==> src/rtl/vidx_pkg.sv <==
package vidx_pkg;
  typedef enum logic [1:0] {
    ESZ_8   = 2'd0,
    ESZ_16  = 2'd1,
    ESZ_32  = 2'd2,
    ESZ_RSV = 2'd3
  } esize_e;

  // Reserved size code falls back to the widest element.
  function automatic logic [1:0] esize_eff(input logic [1:0] code);
    return (code == ESZ_RSV) ? 2'(ESZ_32) : code;
  endfunction
endpackage

==> src/rtl/vidx_lane_gen.sv <==
module vidx_lane_gen #(
  parameter int VEC_W    = 128,
  parameter int ELEM_W   = 8,
  parameter int SCALAR_W = 32
) (
  input  logic [SCALAR_W-1:0] start,
  input  logic [1:0]          step_code,
  input  logic                dec,
  output logic [VEC_W-1:0]    vec
);
  localparam int LANES = VEC_W / ELEM_W;

  for (genvar i = 0; i < LANES; i++) begin : g_lane
    logic [SCALAR_W-1:0] offset;
    logic [SCALAR_W-1:0] sum;
    assign offset = SCALAR_W'(i) << step_code;
    assign sum    = dec ? (start - offset) : (start + offset);
    assign vec[i*ELEM_W +: ELEM_W] = sum[ELEM_W-1:0];
  end
endmodule

==> src/rtl/vidx_next_calc.sv <==
module vidx_next_calc
  import vidx_pkg::*;
#(
  parameter int VEC_W    = 128,
  parameter int SCALAR_W = 32
) (
  input  logic [SCALAR_W-1:0] start,
  input  logic [1:0]          step_code,
  input  logic                dec,
  input  logic [1:0]          esize,
  output logic [SCALAR_W-1:0] next
);
  localparam int VEC_LOG2  = $clog2(VEC_W);
  localparam int MIN_ELOG2 = 3;

  logic [3:0]          lanes_log2;
  logic [4:0]          shamt;
  logic [SCALAR_W-1:0] advance;

  always_comb begin
    lanes_log2 = 4'(VEC_LOG2 - MIN_ELOG2) - {2'b00, esize_eff(esize)};
    shamt      = {1'b0, lanes_log2} + {3'b000, step_code};
    advance    = SCALAR_W'(1) << shamt;
    next       = dec ? (start - advance) : (start + advance);
  end
endmodule

==> src/rtl/vidx_out_stage.sv <==
module vidx_out_stage #(
  parameter int VEC_W    = 128,
  parameter int SCALAR_W = 32
) (
  input  logic                clk,
  input  logic                rst_n,
  input  logic                load,
  input  logic [VEC_W-1:0]    vec_d,
  input  logic [SCALAR_W-1:0] next_d,
  input  logic                out_ready,
  output logic                out_valid,
  output logic [VEC_W-1:0]    out_vec,
  output logic [SCALAR_W-1:0] out_next,
  output logic                can_load
);
  assign can_load = !out_valid || out_ready;

  always_ff @(posedge clk or negedge rst_n) begin
    if (!rst_n) begin
      out_valid <= 1'b0;
      out_vec   <= '0;
      out_next  <= '0;
    end else if (load) begin
      out_valid <= 1'b1;
      out_vec   <= vec_d;
      out_next  <= next_d;
    end else if (out_ready) begin
      out_valid <= 1'b0;
    end
  end

  // Stalled result must not move.
  assert_hold_stable_R9: assert property (@(posedge clk) disable iff (!rst_n)
    (out_valid && !out_ready) |=> (out_valid && $stable(out_vec) && $stable(out_next)));

  // A loaded request always shows up as valid in the next cycle.
  assert_valid_after_load_R8: assert property (@(posedge clk) disable iff (!rst_n)
    load |=> out_valid);
endmodule

==> src/rtl/vidx_seq_gen.sv <==
module vidx_seq_gen
  import vidx_pkg::*;
#(
  parameter int VEC_W    = 128,
  parameter int SCALAR_W = 32
) (
  input  logic                clk,
  input  logic                rst_n,
  input  logic                in_valid,
  output logic                in_ready,
  input  logic [SCALAR_W-1:0] in_start,
  input  logic [1:0]          in_step,
  input  logic                in_dec,
  input  logic [1:0]          in_esize,
  output logic                out_valid,
  input  logic                out_ready,
  output logic [VEC_W-1:0]    out_vec,
  output logic [SCALAR_W-1:0] out_next
);
  localparam int NUM_SIZES = 3;

  logic [VEC_W-1:0]    size_vec [NUM_SIZES];
  logic [VEC_W-1:0]    vec_sel;
  logic [SCALAR_W-1:0] next_val;
  logic                accept;
  logic [SCALAR_W-1:0] step_amt;

  for (genvar g = 0; g < NUM_SIZES; g++) begin : g_size
    vidx_lane_gen #(
      .VEC_W   (VEC_W),
      .ELEM_W  (8 << g),
      .SCALAR_W(SCALAR_W)
    ) u_lanes (
      .start    (in_start),
      .step_code(in_step),
      .dec      (in_dec),
      .vec      (size_vec[g])
    );
  end

  always_comb begin
    case (esize_eff(in_esize))
      ESZ_8:   vec_sel = size_vec[0];
      ESZ_16:  vec_sel = size_vec[1];
      default: vec_sel = size_vec[2];
    endcase
  end

  vidx_next_calc #(.VEC_W(VEC_W), .SCALAR_W(SCALAR_W)) u_next (
    .start    (in_start),
    .step_code(in_step),
    .dec      (in_dec),
    .esize    (in_esize),
    .next     (next_val)
  );

  assign accept = in_valid && in_ready;

  vidx_out_stage #(.VEC_W(VEC_W), .SCALAR_W(SCALAR_W)) u_out (
    .clk      (clk),
    .rst_n    (rst_n),
    .load     (accept),
    .vec_d    (vec_sel),
    .next_d   (next_val),
    .out_ready(out_ready),
    .out_valid(out_valid),
    .out_vec  (out_vec),
    .out_next (out_next),
    .can_load (in_ready)
  );

  assign step_amt = SCALAR_W'(1) << in_step;

  // Lane 0 carries the start value.
  assert_lane0_start_R1: assert property (@(posedge clk) disable iff (!rst_n)
    accept |=> (out_vec[7:0] == $past(in_start[7:0])));

  // 8-bit lanes: spacing of lanes 0 and 1 follows step and direction.
  assert_byte_spacing_R2: assert property (@(posedge clk) disable iff (!rst_n)
    (accept && in_esize == 2'd0) |=>
      ((out_vec[15:8] - out_vec[7:0]) ==
       ($past(in_dec) ? (8'd0 - $past(step_amt[7:0])) : $past(step_amt[7:0]))));

  // 32-bit lanes: continuation scalar sits one step beyond the top lane.
  assert_next_past_last_R6: assert property (@(posedge clk) disable iff (!rst_n)
    (accept && in_esize == 2'd2) |=>
      (out_vec[VEC_W-1 -: 32] == 32'($past(in_dec) ? (out_next + $past(step_amt))
                                                   : (out_next - $past(step_amt)))));
endmodule

==> config.mk <==
export PLATFORM = sky130hd
export DESIGN_NAME = vidx_seq_gen
export DESIGN_NICKNAME = d
export VERILOG_FILES = /design/src/rtl/vidx_pkg.sv /design/src/rtl/vidx_lane_gen.sv /design/src/rtl/vidx_next_calc.sv /design/src/rtl/vidx_out_stage.sv /design/src/rtl/vidx_seq_gen.sv
export SDC_FILE = /design/constraint.sdc
export NUM_CORES = 1
export LEC_CHECK = 0
export BUFFER_PORTS_ARGS = -buffer_cell sky130_fd_sc_hd__buf_2
export CAP_MARGIN = 20
export CORE_MARGIN = 2
export CORE_UTILIZATION = 35
export DETAILED_ROUTE_END_ITERATION = 7
export RECOVER_POWER = 100
export SYNTH_ARGS = -nofsm -noshare
export SYNTH_HDL_FRONTEND = slang
export SYNTH_SLANG_ARGS = --single-unit
export TNS_END_PERCENT = 100
==> constraint.sdc <==
create_clock -name clk -period 1.9 [get_ports clk]
set_input_delay 0.38 -clock clk [delete_from_list [all_inputs] [get_ports clk]]
set_output_delay 0.38 -clock clk [all_outputs]
set_load 0.05 [all_outputs]
==> results.md <==
* Status: finished, violations left
* Failing checks: negative setup slack
* Main flop type after synthesis: dfrtp_1
* Slew Limit Fails at 0
* Synth Warn # at 0
* Die ar. at between 0.05 and 0.06 sq mm
* Vias/cell at around 5.7
* PD cells at around 810 mW/mm^2
* Final Skew at ~0.01 ns
* Finished Core Util at between 60% and 70%
* Root buffer cell: clkbuf_16
* Ys async rst share at 100%
* HPWL after DPL at ~74000 microns
* Avg Cell Area, Syn at roughly 7.6 sq um
* Post-synthesis cell area at between 0.015 and 0.02 sq mm
* Max incr delay on CP at ~0.55 ns
* Reg-to-Reg End: u_out.out_vec[61]
* CP required at approximately 2.3 ns
* Worst vdd ir at around 0.00074 V
* Fill cell count at between 4000 and 5000
* Flops & latches, synth at 160
* Synth Instances at around 2400
* Post-synth top cells: 280 x nand2_1, 232 x a21oi_1, 215 x nor2_1, 203 x ha_1, 165 x o21ai_0
* Die height at roughly 230 microns
* Post-synth top area share at a little over a fifth
* First-pass GRT wire length at 142000 microns
* Reg-to-Reg Start: u_out.out_valid
* Worst-path clk slew at about 0.07 ns
* Final Cycle Share at 209%
* Nets at 3717
* Register area share after synthesis at 21.8%
* Max Root-Sink Buffers at 2
* Io pins at 203
* Iter 0 DRT Violations at roughly 1700
* Startpoint of the worst hold path: in_valid
* Hold/Removal Path Class: input port to flip-flop
* Startpoint Class: input port
* I/O Buffers at about 200
* Crit path max fanout at 8
* Synth area leaders: dfrtp_1 22%, ha_1 14%, a21oi_1 6.3%
* Initial Util at a little over a third
* Clock Latency Late Sink at 0.51 ns
* Largest area contributor in the netlist: dfrtp_1
* Dpl cells at between 4000 and 5000
* Leak at around 14 nW
* Global route overflow at 0
* Worst Slack Setup Final at -2.07 ns
* Crit path from: in_esize[1]
* GP Congestion at ~1.0
* Layout area overhead at 72.7%
* Top-count cell post-synth: nand2_1
* Max frequency at around 0.25 GHz
* Initial antenna violation count at 1
* Gr usage total at approximately a third
* Via Count at 23700
* CTS buffer count at 17
* Relative slew slack at about a third
* Non-Filler Instances at roughly 4200
* Reg-to-reg setup timing slack at approximately 0.02 ns
* CP Capture Type: flip-flop
* Syn Nets at between 2000 and 3000
* Die W at ~230 microns
* Finished Cell Area at roughly 0.032 sq mm
* Placed Area at between 0.02 and 0.03 sq mm
* Pre-antenna DRT Iters at 5
* Vias in the first global route at 23600
* Drt wl/cell at 23.1 microns
* Ant diodes at 0
* Hold Fails Final Rpt at 0
* Slowest-stage cell, CP: or4_4
* Number of synthesized flops with an enable pin at 0
* Crit path DAT at approximately 4.4 ns
* Clk sinks at 160
* Std cell rows at 83
* RSZ-0062 raised after global routing: true
* Antenna viol nets, final at 0
* Worst Setup Path Type: input port to flip-flop
* # DRC at 0
* # H-tree levels at 4
* Min Clock Period, post-route at roughly 4.0 ns
* Crit path to: u_out.out_next[28]
* Max-cap viol count at 0
* Worst Tran Pin Value at roughly 1.0 ns
* Largest net degree at the start of global routing at 87
* Critical-path cell list: buf_12 > clkinv_8 > nand2_4 > inv_4 > ha_4 > inv_2 > fa_2 > xnor2_4 > nor2_4 > nand3_2 > ha_4 > or2_4 > a31oi_4 > a21oi_2 > ha_2 > or4_4 > a21oi_4 > o21a_1 > o2111a_2 > nor2_4 > a211o_1 > and3_4 > o31ai_4
* CORE AREA at about 0.05 sq mm
* Synth unique cells at 86
* Share of cells above drive strength 1 at a little under half
* Drt total wl at slightly below 100000 microns
* Power consumption at approximately 26 mW
* CTS tree: built
* # setup viols final at 146
* R2R depth at 9
==> repair_timing <==
action,in CTS,in global routing
resized for setup,395,212
hold buffers,1,0
endpoints found under the setup margin,146,146
pin swaps,211,198
endpoints found under the hold margin,28,0
buffers inserted,94,51
==> cell usage in the layout (no fill, tap or decap), drive strengths merged, types with 8 or more instances in the layout <==
master | netlist | layout
nor4 | 9 | 9
and3 | 24 | 24
nor3 | 64 | 64
o21ai | 211 | 211
a211o | 9 | 9
clkbuf | 108 | 188
nand4 | 17 | 17
dfrtp | 160 | 160
a21o | 72 | 72
inv | 54 | 52
and2 | 13 | 13
a221oi | 12 | 12
a22oi | 8 | 8
o31ai | 26 | 26
a311oi | 8 | 8
a21boi | 8 | 8
nand3 | 46 | 46
o22ai | 12 | 12
nor2 | 218 | 218
nand2 | 280 | 280
o21a | 37 | 37
mux2i | 37 | 37
o21bai | 18 | 18
o211ai | 31 | 31
o41ai | 8 | 8
a31o | 10 | 10
a211oi | 37 | 37
nand2b | 25 | 25
xnor2 | 92 | 92
buf | 26 | 1006
nor2b | 20 | 20
or3 | 29 | 29
or2 | 19 | 19
a41oi | 8 | 8
ha | 203 | 203
nor3b | 8 | 8
a31oi | 47 | 47
a21oi | 234 | 234
xor2 | 72 | 72
==> metrics by stage <==
step                      hold WS [ns]  setup TNS, ns  setup slack [ns]
final                            0.137        -192.18             -2.07
after global routing             0.140        -207.93             -2.20
after CTS                        0.112        -172.56             -1.91
after detailed placement         0.324        -269.83             -2.63
after global placement           0.327        -264.62             -2.50
after floorplan                 0.0844        -185.14             -2.66
==> cells by family after synthesis <==
| family | synth area share, % |
|---|---|
| compound gates | 30.0 |
| xor+xnor | 7.84 |
| fa+ha+maj | 14.3 |
| buf+inv | 3.90 |
| flops | 21.8 |
| mux | 2.33 |
| simple gates | 19.8 |
==> flip-flops by register name, indices dropped and copies added (netlist names) <==
signal           flops
u_out.out_next      32
u_out.out_vec      127
u_out.out_valid      1
==> cell type report <==
class | instances | area (sq um) | share of cell area (%)
Sequential cell | 160 | 4010 | 12.6
Timing Repair Buffer | 1174 | 8810 | 27.8
Clock buffer | 21 | 450 | 1.42
Multi-Input combinational cell | 2062 | 17100 | 54.1
Tap cell | 680 | 851 | 2.69
Clock inverter | 11 | 155 | 0.490
Inverter | 54 | 260 | 0.822
==> worst max-delay path: cells and delay by family <==
family,cells,cell delay [ns]
and+or+nand+nor,7,1.40
AOI/OAI and AO/OA,7,1.27
adders and majority gates,4,0.92
buffers and inverters,4,0.27
xor gates and xnor gates,1,0.16
==> how the worst min path moves through the flow <==
stage / slack [ns] / endpoint / cells past startpoint
2_1_floorplan: 0.08 / u_out.out_next[0] / 0
3_3_place_gp: 0.33 / u_out.out_vec[114] / 1
3_5_place_dp: 0.32 / u_out.out_vec[114] / 1
4_1_cts: 0.11 / u_out.out_valid / 2
5_1_grt: 0.14 / u_out.out_valid / 2
6_report: 0.14 / u_out.out_valid / 2
==> per-layer routing <==
layer | share of wire [%] | GRT usage, % | vias up
met5 | 0 | 0 | -
li1 | - | - | 11000
met4 | 6.5 | 19.4 | 0
met1 | 42 | 44.2 | 11500
met2 | 46 | 57.8 | 864
met3 | 5.6 | 4.38 | 262
==> where the power goes <==
part	switching, mW	internal (mW)	leakage (nW)
sequential	0.584	4.19	1.91
clock	1.71	2.11	0.292
combinational	10.1	6.87	12.1
Power figures use the tool's default switching activity.
